`src/rtl/gpr_pkg.sv`:
```
package gpr_pkg;
    localparam int unsigned GPR_AW = 5;
    localparam int unsigned GPR_DW = 32;
    localparam int unsigned GPR_N  = 1 << GPR_AW;
    localparam int unsigned GPR_RD = 2;

    typedef logic [GPR_AW-1:0] gpr_idx_t;
    typedef logic [GPR_DW-1:0] gpr_word_t;
    // entry zero is never stored
    typedef gpr_word_t [GPR_N-1:1] gpr_bank_t;

    typedef struct packed {
        gpr_bank_t bank;
    } gpr_state_t;
endpackage

```
`src/rtl/gpr_store.sv`:
```
module gpr_store
    import gpr_pkg::*;
(
    input  logic      clk,
    input  logic      rst,
    input  logic      wr_en,
    input  gpr_idx_t  wr_addr,
    input  gpr_word_t wr_data,
    output gpr_bank_t bank
);
    gpr_state_t state_d, state_q;

    always_comb begin
        state_d = state_q;
        if (wr_en && (wr_addr != '0)) begin
            for (int i = 1; i < int'(GPR_N); i++) begin
                if (wr_addr == gpr_idx_t'(i)) begin
                    state_d.bank[i] = wr_data;
                end
            end
        end
        if (rst) begin
            state_d = '0;
        end
    end

    always_ff @(posedge clk) begin
        state_q <= state_d;
    end

    assign bank = state_q.bank;
endmodule

```
`src/rtl/gpr_read_port.sv`:
```
module gpr_read_port
    import gpr_pkg::*;
(
    input  gpr_bank_t bank,
    input  logic      wr_en,
    input  gpr_idx_t  wr_addr,
    input  gpr_word_t wr_data,
    input  gpr_idx_t  rd_addr,
    output gpr_word_t rd_data
);
    logic      fwd_hit;
    gpr_word_t stored;

    always_comb begin
        stored = '0;
        for (int i = 1; i < int'(GPR_N); i++) begin
            if (rd_addr == gpr_idx_t'(i)) begin
                stored = bank[i];
            end
        end
    end

    assign fwd_hit = wr_en && (wr_addr == rd_addr) && (rd_addr != '0);

    always_comb begin
        if (rd_addr == '0) begin
            rd_data = '0;
        end else if (fwd_hit) begin
            rd_data = wr_data;
        end else begin
            rd_data = stored;
        end
    end
endmodule

```
`src/rtl/gpr_file.sv`:
```
module gpr_file
    import gpr_pkg::*;
(
    input  logic              clk,
    input  logic              rst,
    input  logic              wr_en,
    input  logic [GPR_AW-1:0] wr_addr,
    input  logic [GPR_DW-1:0] wr_data,
    input  logic [GPR_AW-1:0] rd_addr_a,
    output logic [GPR_DW-1:0] rd_data_a,
    input  logic [GPR_AW-1:0] rd_addr_b,
    output logic [GPR_DW-1:0] rd_data_b
);
    gpr_bank_t bank;
    gpr_idx_t  rd_addr_v [GPR_RD];
    gpr_word_t rd_data_v [GPR_RD];

    assign rd_addr_v[0] = rd_addr_a;
    assign rd_addr_v[1] = rd_addr_b;
    assign rd_data_a    = rd_data_v[0];
    assign rd_data_b    = rd_data_v[1];

    gpr_store u_store (
        .clk     (clk),
        .rst     (rst),
        .wr_en   (wr_en),
        .wr_addr (wr_addr),
        .wr_data (wr_data),
        .bank    (bank)
    );

    for (genvar p = 0; p < int'(GPR_RD); p++) begin : g_rd
        gpr_read_port u_port (
            .bank    (bank),
            .wr_en   (wr_en),
            .wr_addr (wr_addr),
            .wr_data (wr_data),
            .rd_addr (rd_addr_v[p]),
            .rd_data (rd_data_v[p])
        );
    end
endmodule

```
`config.mk`:
```
export PLATFORM = sky130hd
export DESIGN_NAME = gpr_file
export DESIGN_NICKNAME = d
export VERILOG_FILES = /design/src/rtl/gpr_pkg.sv /design/src/rtl/gpr_store.sv /design/src/rtl/gpr_read_port.sv /design/src/rtl/gpr_file.sv
export SDC_FILE = /design/constraint.sdc
export NUM_CORES = 2
export LEC_CHECK = 0
export BUFFER_PORTS_ARGS = -buffer_cell sky130_fd_sc_hd__buf_4
export CELL_PAD_IN_SITES_DETAIL_PLACEMENT = 0
export CELL_PAD_IN_SITES_GLOBAL_PLACEMENT = 1
export CORE_MARGIN = 5
export CORE_UTILIZATION = 28
export DETAILED_ROUTE_END_ITERATION = 6
export PLACE_DENSITY = 0.57
export SLEW_MARGIN = 20
export SYNTH_ARGS = -nofsm -noshare
export SYNTH_HDL_FRONTEND = slang
export SYNTH_HIERARCHICAL = 1
export SYNTH_SLANG_ARGS = --single-unit
```
`constraint.sdc`:
```
create_clock -name clk -period 2.2 [get_ports clk]
set_input_delay 0 -clock clk [delete_from_list [all_inputs] [get_ports clk]]
set_output_delay 0 -clock clk [all_outputs]
set_load 0.03 [all_outputs]
```
# Word-level counts from Yosys, hierarchy flattened
# Cells that the tools add are included.
# op_classes
n_eq_ne	95
n_mux	66
reduce_logical	41
# ops
cell	count
2-to-1 mux 32 bit	66
== test 5 bit (second input constant)	48
== test 5 x 4 -> 1 bit (second input constant)	24
AND reduction 2 bit	31
== test 5 x 3 -> 1 bit (second input constant)	12
== test 5 x 2 -> 1 bit (second input constant)	6
== test 5 x 1 -> 1 bit (second input constant)	3
nonzero test 5 bit	3
== test 5 bit	2
zero test 5 bit	2
logical AND 1 bit	5
# totals
reg_bits	992
inputBits	50
out_inout_bits	64
wordCells	233

# Longest topological paths before layout
# depth
ltp_word	34
depth_mapped	11
mapped_depth_nobuf	6

# Cells and area by module
# The synthesis kept the hierarchy.
# by_module_without_submodules
module	instances	cells_each	area_each_um2	seq_area_each_um2
gpr_store	1	3366	37932.6	19859.0
gpr_read_port	2	1515	9775.6	0.0

# Least setup slack after synthesis
# OpenSTA, ideal clock, no wires.
# synth_timing
path_kind	input-to-output
from	input rd_addr_a[2]
to	output rd_data_a[13]
arrival_time_ps	2033
required_time_ps	2200
path_slack_ps	167
stages	9
n_path_buf	3
cell_sequence	buf_4 or2_2 buf_2 nor3_1 clkbuf_1 a222oi_1 nand3_1 a2111oi_0 nor3_1
# synth_via
elab_chain_cells	34
word_cells_on_any_way	69
cone_classes	32 x eq/ne; 33 x mux; 4 x reduce/logical
# synth_lines
element	line_no	rtl
from (decl)	gpr_file.sv:9	input logic [GPR_AW-1:0] rd_addr_a,
== test 5 x 1 -> 1 bit	gpr_read_port.sv:17	if (rd_addr == gpr_idx_t'(i)) begin
2-to-1 mux 32 bit (31 in a row)	gpr_read_port.sv:17	
2-to-1 mux 32 bit	gpr_read_port.sv:28	end else if (fwd_hit) begin
2-to-1 mux 32 bit *	gpr_read_port.sv:26	if (rd_addr == '0) begin
to (decl)	gpr_file.sv:10	output logic [GPR_DW-1:0] rd_data_a,
# Every way passes the cells marked *; elsewhere a longest branch is shown, timed or not.

# Worst setup path in the final report
# layout_timing
from	register u_store.state_q (netlist bit u_store/bank[125])
to	output rd_data_a[29]
# layout_via
elab_chain_cells	30
# layout_lines
element	line_no	rtl
from (decl)	gpr_store.sv:11	gpr_state_t state_d, state_q;
from (signal assigned)	gpr_store.sv:28	state_q <= state_d;
2-to-1 mux 32 bit (28 in a row)	gpr_read_port.sv:17	
2-to-1 mux 32 bit	gpr_read_port.sv:28	
2-to-1 mux 32 bit	gpr_read_port.sv:26	
# No other way between the ends.

==> summary.txt <==
Worst setup path
  – Critical path capture point type: primary output
  – Crit Path Category: reg -> out
  – Arrival time worst endpoint: 3.01 ns
  – Worst setup SP type: flop
  – Critical Path RT: 2.20 ns
  – Critical-path maximum fanout: 3
  – R2r setup slk: 0.94 ns
  – Worst reg2reg startpoint: u_store/bank[906]
  – CP startpoint: u_store/bank[125]

Final layout
  – Layout fillers: 20,400
  – Area growth from synthesis to layout: 39.5%
  – Post-route cell area: 80,200 µm²
  – Commonest non-fill, non-tap cell in the layout: nand2b_1
  – Nets: 7,284
  – Post-Layout Cell Count: 10,000
  – Max reg flops: 992
  – Most frequent cells in the layout: nand2b_1 (1,046), mux2i_1 (1,043), buf_4 (1,014)
  – Share of layout cells above drive strength 1: 0.318
  – Share of the core filled with cells: 0.392

Floorplan
  – Initial Util: 0.281
  – Row cnt: 166
  – Core area: 204,000 µm²
  – Io pins: 114
  – Die height: 463 µm
  – Die Area: 214,000 µm²
  – DIE WIDTH: 463 µm

Logic synthesis
  – Ys flop type: dfxtp_1
  – Syn Std Cell Area: 57,500 µm²
  – Syn Area/Cell: 8.99 µm²
  – Post-synth cell types: 93
  – Mapped Cells: 6,396
  – YS warnings: 6
  – Synth Net Count: 6,446
  – #FFs+latches synth: 992
  – Seq/Total Area, Yosys: 0.345
  – Ys async rst share: 0
  – Number of synthesized flops with an enable pin: 0

Global routing
  – Largest net degree at the start of global routing: 149
  – Total track usage: 0.308
  – GRT Residual Overflow: 0
  – Wire length of the first global-routing pass: 474 mm
  – Vias in the first global route: 57,400
  – Initial antenna violation count: 17

Routing
  – DR vias/cell: 5.86
  – DRT antenna net count: 0
  – Via count: 58,800
  – Final WL: 348 mm
  – Pre-antenna DRT Iters: 6
  – Routed length per instance: 34.7 µm
  – Remaining DRCs: 0
  – Drt first-iter violations: 7,045

Clock network
  – Clock slew at reported path FFs: 0.06 ns
  – H-tree Lvls: 3
  – Skew-Pair Late Insertion Delay: 0.77 ns
  – Num Clock Sinks: 992
  – Clock Tree Buf Depth: 3
  – Root Buffer: clkbuf_16
  – CTS tree: done
  – Num CTS Buffers: 117

Timing
  – Final Hold Viols: 0
  – Max_slew headroom: 0.449
  – Setup TNS: -25.89 ns
  – FMAX: 332 MHz
  – Fin Clk Skew: 0 ns
  – Final min period: 3.01 ns
  – Slew Limit Fails: 0
  – RSZ-0062 raised after global routing: true
  – Final setup vio count: 64
  – Worst Hold Slack: 0.0403 ns
  – Period utilization: 1.37
  – Slew @ Worst Pin: 0.825 ns
  – Final setup margin: -0.812 ns

Worst hold path
  – Hold path start: wr_addr[1]
  – Hold Crit Class: in -> reg

Run status
  – Outcome: complete, but fails checks
  – Failing checks: setup timing

Placed design
  – Post-DP HPWL: 253 mm
  – Final Wtd Congestion: 1.02
  – Post-DP Area: 69,400 µm²
  – Port buffer count: 113
  – Cells after DPL: 9,721

Job
  – Max-Cap Viols: 0

Power and ir drop
  – Power Density: 575 nW/µm²
  – Leakage: 0.0360 µW
  – Max IR drop VDD: 631 µV
[critical path, stage by stage, from the launching register on]
cell      delay (ns)
dfxtp_2         0.33
mux2_2          0.26
a32o_2          0.24
a221oi_2        0.20
nand4_1         0.38
o31ai_4         0.49
a21oi_4         0.13
buf_6           0.17
[where the power goes]
| group | internal, µW | leakage [µW] | switching [µW] | total, µW |
|---|---|---|---|---|
| registers | 18100 | 0.00804 | 131 | 18200 |
| logic | 2720 | 0.0260 | 4400 | 7130 |
| clock network | 11900 | 0.00197 | 8830 | 20800 |
| total | 32800 | 0.0360 | 13400 | 46100 |
[metal layers]
layer	up-vias	GRT usage	wire, µm
met2	3034	0.471	149000
met1	29800	0.409	147000
met3	816	0.0619	28500
met4	6	0.163	22600
li1	25100	-	-
met5	-	0	38
[worst paths after layout]
path | end | depth (start not counted)
worst max-delay path | rd_data_a[29] | 7
worst min-delay path | u_store/bank[126] | 6
worst max register to register | u_store/bank[906] | 3
worst min register to register | u_store/bank[68] | 2
[cells in the mapped netlist (22+ instances only)]
master | number | area, µm²
nand4_1 | 50 | 313
a21oi_1 | 208 | 1040
clkbuf_1 | 375 | 1410
nor3_1 | 44 | 220
and2_1 | 37 | 231
nand3_1 | 148 | 741
nor4_1 | 30 | 188
a221oi_1 | 76 | 666
buf_4 | 91 | 683
o2111ai_1 | 26 | 228
o21ai_0 | 192 | 961
o211ai_1 | 54 | 405
mux2_2 | 40 | 450
a31oi_1 | 44 | 275
a22oi_1 | 226 | 1700
o2bb2ai_1 | 32 | 280
nor2_1 | 137 | 514
o221ai_1 | 60 | 526
nand2_1 | 251 | 942
a2bb2oi_1 | 30 | 263
o22ai_1 | 78 | 488
nor2b_1 | 82 | 513
buf_2 | 155 | 776
a22o_1 | 26 | 228
nand2b_1 | 1050 | 6570
mux2i_1 | 1044 | 10500
and3_1 | 250 | 1560
a221o_1 | 36 | 360
a2111oi_0 | 78 | 683
or3b_2 | 22 | 193
dfxtp_1 | 992 | 19900
[area by class of cell]
class                   count  area, µm²  area share
diodes                     10       25.0    0.000312
clock buffers             174       3490      0.0436
clock inverters            41        537     0.00669
inverters                  16       65.1    0.000811
multi-input cells        4739      39700       0.494
flip-flops and latches    992      20000       0.249
well taps                2688       3360      0.0419
repair buffers           1368      13100       0.163
[repair_timing]
| action | CTS | global route |
|---|---|---|
| hold buffers | 40 | 0 |
| hold endpoints to repair | 969 | 0 |
| endpoints found under the setup margin | 64 | 64 |
| gates cloned | 5 | 0 |
| setup buffers | 78 | 9 |
| pin swaps | 290 | 104 |
| resized for setup | 1048 | 137 |
[cells by family (layout without fill, tap and decap cells)]
family                 after synthesis  after routing  share of synthesized area
flip-flops                         992            992                      0.345
AND/OR/NAND/NOR                   2277           2277                      0.236
buffers and inverters              665           1599                     0.0558
multiplexers                      1084           1084                      0.190
other                                0             10                          0
AO/OA/AOI/OAI                     1368           1368                      0.171
XOR/XNOR                            10             10                    0.00152
[per-stage QoR]
stage | total power (µW) | setup WS (ns)
2_1_floorplan | 21200 | 0.167
3_3_place_gp | 24800 | -1.27
3_5_place_dp | 24700 | -1.22
4_1_cts | 46200 | -0.823
5_1_grt | 47200 | -0.876
6_report | 46100 | -0.812
No activity file was read; power rests on OpenSTA's default activity.
